--- config.mk ---
export PLATFORM = sky130hd
export DESIGN_NAME = sysctl_regfile
export DESIGN_NICKNAME = d
export VERILOG_FILES = /design/src/rtl/sysctl_pkg.sv /design/src/rtl/sysctl_decode.sv /design/src/rtl/sysctl_rdmux.sv /design/src/rtl/sysctl_regfile.sv
export SDC_FILE = /design/constraint.sdc
export NUM_CORES = 1
export LEC_CHECK = 0
export BUFFER_PORTS_ARGS = -buffer_cell sky130_fd_sc_hd__buf_2
export CORE_MARGIN = 10
export CORE_UTILIZATION = 60
export CTS_BUF_LIST = sky130_fd_sc_hd__clkbuf_4 sky130_fd_sc_hd__clkbuf_8
export CTS_CLUSTER_DIAMETER = 150
export DETAILED_ROUTE_END_ITERATION = 16
export GPL_TIMING_DRIVEN = 1
export PLACE_DENSITY_LB_ADDON = 0.15
export SLEW_MARGIN = 20
export SYNTH_ARGS = -nofsm -noshare
export SYNTH_HDL_FRONTEND = slang
export SYNTH_SLANG_ARGS = --single-unit
--- constraint.sdc ---
create_clock -name clk -period 2.6 [get_ports clk]
set_clock_uncertainty 0.1 [all_clocks]
set_input_delay 0.13 -clock clk [delete_from_list [all_inputs] [get_ports clk]]
set_output_delay 0.13 -clock clk [all_outputs]
set_load 0.01 [all_outputs]
--- src/rtl/sysctl_pkg.sv ---
package sysctl_pkg;

    localparam int unsigned SC_DW   = 32;
    localparam int unsigned PRI_LSB = 16;
    localparam int unsigned PRI_W   = 4;
    localparam int unsigned SEL_LSB = 5;
    localparam int unsigned SEL_W   = 3;

    localparam logic [SC_DW-1:0] CACHE_TYPE_VAL = 32'h01DD20D2;

    typedef enum logic [4:0] {
        T_NONE, T_CTRL, T_COPROC, T_TTB, T_DAC,
        T_FSR_D, T_FSR_I, T_FAR_D, T_FAR_I,
        T_LCK_D, T_LCK_I, T_PID, T_CTX,
        T_ID_MAIN, T_ID_CACHE, T_ZERO, T_AUX
    } tgt_e;

    typedef struct packed {
        logic [SC_DW-1:0] ctrl;
        logic [SC_DW-1:0] coproc;
        logic [SC_DW-1:0] ttb;
        logic [SC_DW-1:0] dac;
        logic [SC_DW-1:0] fsr_d;
        logic [SC_DW-1:0] fsr_i;
        logic [SC_DW-1:0] far_d;
        logic [SC_DW-1:0] far_i;
        logic [SC_DW-1:0] lck_d;
        logic [SC_DW-1:0] lck_i;
        logic [SC_DW-1:0] pid;
        logic [SC_DW-1:0] ctx;
    } regs_t;

    typedef struct packed {
        regs_t            r;
        logic [SC_DW-1:0] rdata;
        logic             illegal;
        logic             flush;
    } state_t;

endpackage

--- src/rtl/sysctl_decode.sv ---
module sysctl_decode
    import sysctl_pkg::*;
#(
    parameter bit AUX_CTRL_EN = 1'b1
) (
    input  logic [PRI_W-1:0] pri,
    input  logic [SEL_W-1:0] sel,
    output tgt_e             tgt,
    output logic             rd_bad,
    output logic             wr_bad,
    output logic             wr_store,
    output logic             wr_flush
);

    always_comb begin
        tgt      = T_NONE;
        rd_bad   = 1'b0;
        wr_bad   = 1'b0;
        wr_store = 1'b0;
        wr_flush = 1'b0;
        unique case (pri)
            4'd0: begin
                wr_bad = 1'b1;
                if (sel == 3'd1)      tgt = T_ID_CACHE;
                else if (sel == 3'd2) tgt = T_ZERO;
                else                  tgt = T_ID_MAIN;
            end
            4'd1: begin
                unique case (sel)
                    3'd0: begin tgt = T_CTRL; wr_store = 1'b1; wr_flush = 1'b1; end
                    3'd1: begin tgt = T_AUX; wr_bad = 1'b1; rd_bad = !AUX_CTRL_EN; end
                    3'd2: begin tgt = T_COPROC; wr_store = 1'b1; end
                    default: begin rd_bad = 1'b1; wr_bad = 1'b1; end
                endcase
            end
            4'd2: begin tgt = T_TTB; wr_store = 1'b1; end
            4'd3: begin tgt = T_DAC; wr_store = 1'b1; end
            4'd5, 4'd6, 4'd9, 4'd13: begin
                if (sel > 3'd1) begin
                    rd_bad = 1'b1;
                    wr_bad = 1'b1;
                end else begin
                    wr_store = 1'b1;
                    case (pri)
                        4'd5:    tgt = sel[0] ? T_FSR_I : T_FSR_D;
                        4'd6:    tgt = sel[0] ? T_FAR_I : T_FAR_D;
                        4'd9:    tgt = sel[0] ? T_LCK_I : T_LCK_D;
                        default: tgt = sel[0] ? T_CTX   : T_PID;
                    endcase
                end
            end
            4'd7, 4'd10, 4'd15: tgt = T_ZERO;
            4'd8: begin
                rd_bad = 1'b1;
                if (sel > 3'd1) wr_bad = 1'b1;
                else            wr_flush = 1'b1;
            end
            default: begin
                rd_bad = 1'b1;
                wr_bad = 1'b1;
            end
        endcase
    end

endmodule

--- src/rtl/sysctl_rdmux.sv ---
module sysctl_rdmux
    import sysctl_pkg::*;
#(
    parameter logic [SC_DW-1:0] CPU_ID = 32'h4106_9265
) (
    input  tgt_e             tgt,
    input  regs_t            regs,
    output logic [SC_DW-1:0] data
);

    always_comb begin
        unique case (tgt)
            T_CTRL:     data = regs.ctrl;
            T_COPROC:   data = regs.coproc;
            T_TTB:      data = regs.ttb;
            T_DAC:      data = regs.dac;
            T_FSR_D:    data = regs.fsr_d;
            T_FSR_I:    data = regs.fsr_i;
            T_FAR_D:    data = regs.far_d;
            T_FAR_I:    data = regs.far_i;
            T_LCK_D:    data = regs.lck_d;
            T_LCK_I:    data = regs.lck_i;
            T_PID:      data = regs.pid;
            T_CTX:      data = regs.ctx;
            T_ID_MAIN:  data = CPU_ID;
            T_ID_CACHE: data = CACHE_TYPE_VAL;
            T_AUX:      data = {{(SC_DW-1){1'b0}}, 1'b1};
            default:    data = '0;
        endcase
    end

endmodule

--- src/rtl/sysctl_regfile.sv ---
module sysctl_regfile
    import sysctl_pkg::*;
#(
    parameter logic [SC_DW-1:0] CPU_ID      = 32'h4106_9265,
    parameter bit               AUX_CTRL_EN = 1'b1
) (
    input  logic             clk,
    input  logic             rst_n,
    input  logic             wr_en,
    input  logic             rd_en,
    input  logic [31:0]      insn,
    input  logic [SC_DW-1:0] wdata,
    output logic [SC_DW-1:0] rdata,
    output logic             illegal,
    output logic             tlb_flush
);

    logic [PRI_W-1:0] pri;
    logic [SEL_W-1:0] sel;
    logic             unused_insn_bits;

    assign pri = insn[PRI_LSB +: PRI_W];
    assign sel = insn[SEL_LSB +: SEL_W];
    assign unused_insn_bits = ^{insn[31:PRI_LSB+PRI_W], insn[PRI_LSB-1:SEL_LSB+SEL_W],
                                insn[SEL_LSB-1:0]};

    tgt_e             tgt;
    logic             rd_bad, wr_bad, wr_store, wr_flush;
    logic [SC_DW-1:0] rd_val;
    state_t           st_d, st_q;

    sysctl_decode #(.AUX_CTRL_EN(AUX_CTRL_EN)) u_decode (
        .pri      (pri),
        .sel      (sel),
        .tgt      (tgt),
        .rd_bad   (rd_bad),
        .wr_bad   (wr_bad),
        .wr_store (wr_store),
        .wr_flush (wr_flush)
    );

    sysctl_rdmux #(.CPU_ID(CPU_ID)) u_rdmux (
        .tgt  (tgt),
        .regs (st_q.r),
        .data (rd_val)
    );

    always_comb begin
        st_d         = st_q;
        st_d.illegal = 1'b0;
        st_d.flush   = 1'b0;
        if (wr_en) begin
            if (wr_bad) begin
                st_d.illegal = 1'b1;
            end else begin
                st_d.flush = wr_flush;
                if (wr_store) begin
                    case (tgt)
                        T_CTRL:   st_d.r.ctrl   = wdata;
                        T_COPROC: st_d.r.coproc = wdata;
                        T_TTB:    st_d.r.ttb    = wdata;
                        T_DAC:    st_d.r.dac    = wdata;
                        T_FSR_D:  st_d.r.fsr_d  = wdata;
                        T_FSR_I:  st_d.r.fsr_i  = wdata;
                        T_FAR_D:  st_d.r.far_d  = wdata;
                        T_FAR_I:  st_d.r.far_i  = wdata;
                        T_LCK_D:  st_d.r.lck_d  = wdata;
                        T_LCK_I:  st_d.r.lck_i  = wdata;
                        T_PID:    st_d.r.pid    = wdata;
                        T_CTX:    st_d.r.ctx    = wdata;
                        default:  ;
                    endcase
                end
            end
        end else if (rd_en) begin
            if (rd_bad) begin
                st_d.illegal = 1'b1;
                st_d.rdata   = '0;
            end else begin
                st_d.rdata = rd_val;
            end
        end
    end

    always_ff @(posedge clk) begin
        if (!rst_n) st_q <= '0;
        else        st_q <= st_d;
    end

    assign rdata     = st_q.rdata;
    assign illegal   = st_q.illegal;
    assign tlb_flush = st_q.flush;

endmodule

==> flow_metrics.tcl <==
set metrics [dict create \
    outcome "finished, final reports clean" \
    viasPerCell 6.46 \
    critical_path.max_stage_delay_ns 0.53 \
    syn2layout_area_growth_pct 18.4 \
    cts-root-buf "clkbuf_8" \
    routed_wl_um 63900 \
    yosys_warnings 0 \
    p_leak_nw 7.59 \
    gr-total-overflow 0 \
    power_mw 13.2 \
    yosysUniqueCellTypes 71 \
    critical_path_class "primary input to flop" \
    cts.clk_slew.worst_paths_ns 0.06 \
    maxCapViolCount 0 \
    portBuffers 76 \
    synth_area_um2 18400 \
    num_rows 63 \
    min_path_type "primary input to flop" \
    wl_per_cell_um 22.1 \
    firstDrtPassIters 6 \
    whs_ns 0.0322 \
    first_iter_violations 2615 \
    die_area_um2 38000 \
    htree_levels 3 \
    cts_tree "done" \
    hpwl_um 40100 \
    grt_usage_pct 31.9 \
    grt_pass1_vias 17300 \
    drv_slew 0 \
    ir_worst_vdd_v 0.000343 \
    final_common_cell "nand2_1" \
    crit_path_end_kind "flop" \
    cp_data_arrival_time_ns 2.88 \
    fmax_mhz 397 \
    ios 102 \
    crit_fanout 10 \
    dr_total_vias 18600 \
    worstSkewPairLatency_ns 0.61 \
    ys_seq_elements 418 \
    cp-start-kind "primary input" \
    dieWidth_um 195 \
    min_period_ns 2.52 \
    grt_max_degree 104 \
    drc 0 \
    cp_slowest_cell "dlygate4sd3_1" \
    avgSynthCellArea_um2 7.79 \
    synthesis.nets 2426 \
    syn_inst 2358 \
    crit_buf_inv 3 \
    final.period_utilization_pct 96.9 \
    numCtsBuffers 69 \
    async_flop_share_pct 0 \
    cts.path.max_buffers 3 \
    required_ns 2.96 \
    grt_first_pass_wirelength_um 98500 \
    nets 2523 \
    finalSetupViolCount 0 \
    power_density_nw_per_um2 609 \
    worst_pin_slew_ns 0.825 \
    synth-main-ff-cell "dfxtp_1" \
    gp_congestion 0.924 \
    ys_seq_area_share_pct 45.6 \
    rsz0062_at_grt "no" \
    start_util_pct 61.3 \
    antenna_found_initial 0 \
    path_cells "dlygate4sd3_1 -> buf_2 -> or3b_1 -> o311ai_4 -> nor2_4 -> and3_1 -> buf_4 -> a221oi_1 -> a211oi_1" \
    slew_headroom_pct 44.7 \
    utilization_pct 72.5 \
    die_h_um 195 \
    cts.sinks 418 \
    drive_gt1_share_pct 17.4 \
    final_hold_viol_count 0 \
    layout_common_cells "nand2_1, dfxtp_1, a21oi_1" \
    synth-edff-count 0 \
    ant_nets 0 \
    core_area_um2 30000 \
    critical_path.top_delay_family "simple AND/OR/NAND/NOR gates" \
]
per-stage QoR:
stage               setup slack [ns]  cell area, µm²  TNS (ns)  cells
finish                        0.0800           21700         0   2887
floorplan                      0.443           18400         0   2358
global route                 0.00677           21700         0   2886
global placement             0.00276           19900         0   2730
CTS                           0.0396           21600         0   2879
detailed placement           -0.0517           19900    -0.553   2730
what timing repair did:
action                                  CTS  global route
hold buffers                             37             0
setup buffers                             0             6
hold endpoints to repair                388             0
endpoints found under the setup margin    0           111
gates resized for setup                   0             4
path summary, 6_finish.rpt:
| check | startpoint | to | slack [ns] | cells after the start |
|---|---|---|---|---|
| min reg2reg | st_q[118] | st_q[118] | 0.35 | 2 |
| max | insn[7] | rdata[21] | 0.08 | 9 |
| min | insn[17] | tlb_flush | 0.03 | 6 |
| max reg2reg | rdata[25] | rdata[25] | 0.81 | 6 |
metal layers:
| layer | up-vias | wire length (µm) | GRT usage, % |
|---|---|---|---|
| li1 | 8363 | - | - |
| met1 | 8780 | 24600 | 41.7 |
| met2 | 1276 | 28500 | 49.0 |
| met3 | 217 | 7990 | 7.40 |
| met4 | 0 | 2760 | 14.9 |
| met5 | - | 0 | 0 |
worst register-to-register path, delay by kind of cell, from the launching register on:
family	cells	cell delay (ns)
compound gates	4	1.00
flops	1	0.34
buf+inv	1	0.08
simple gates	1	0.14
cell families after synthesis:
family / synth area share [%]
muxes: 0.695
DFF: 45.6
and+or+nand+nor: 23.5
buffers and inverters: 7.49
xor gates and xnor gates: 0.0477
AOI/OAI and AO/OA: 22.7
final cells by class:
class | instances | area (µm²)
Multi-Input combinational cell | 1662 | 8680
Fill cell | 2340 | 8220
Timing Repair Buffer | 299 | 2800
Clock inverter | 10 | 77.6
Sequential cell | 418 | 8370
Clock buffer | 102 | 1290
Antenna cell | 1 | 2.50
Tap cell | 390 | 488
Inverter | 5 | 26.3
power breakdown:
| group | leakage (nW) | switching (mW) | total [mW] | internal, mW |
|---|---|---|---|---|
| registers | 3.37 | 0.00581 | 6.42 | 6.42 |
| logic | 3.51 | 0.621 | 0.961 | 0.340 |
| clock network | 0.724 | 2.66 | 5.84 | 3.18 |
synthesized netlist by cell type (3+ instances only):
cell / instances / area share, %
nand2_1: 683 / 14
dfxtp_1: 418 / 46
a21oi_1: 414 / 11
nand3_1: 228 / 6.2
buf_2: 94 / 2.6
clkbuf_1: 89 / 1.8
a22oi_1: 68 / 2.8
buf_4: 51 / 2.1
a221oi_1: 50 / 2.4
buf_1: 36 / 0.74
a211oi_1: 19 / 0.78
a22o_1: 17 / 0.81
a221oi_2: 14 / 1.1
a222oi_1: 12 / 0.65
and3_1: 11 / 0.37
nand2_2: 9 / 0.31
nor2_1: 8 / 0.16
o21ai_0: 8 / 0.22
a2bb2oi_1: 6 / 0.29
and2_1: 6 / 0.20
mux2_2: 6 / 0.37
mux2i_1: 6 / 0.33
nand2b_1: 6 / 0.20
nand4_1: 6 / 0.20
nor3_2: 6 / 0.33
a211o_1: 5 / 0.24
inv_1: 5 / 0.10
nor3_1: 5 / 0.14
o2bb2ai_1: 5 / 0.24
nor3b_1: 4 / 0.16
o21ai_1: 4 / 0.11
a21o_1: 3 / 0.12
a221o_1: 3 / 0.16
buf_6: 3 / 0.18
nor2b_1: 3 / 0.10
o211a_1: 3 / 0.16
o21a_1: 3 / 0.12
sequential cells by signal (all words and copies together) (netlist names):
| name | flops |
|---|---|
| rdata | 32 |
| st_q | 384 |
| tlb_flush | 1 |
| illegal | 1 |
(Power assumes the default switching activity.)
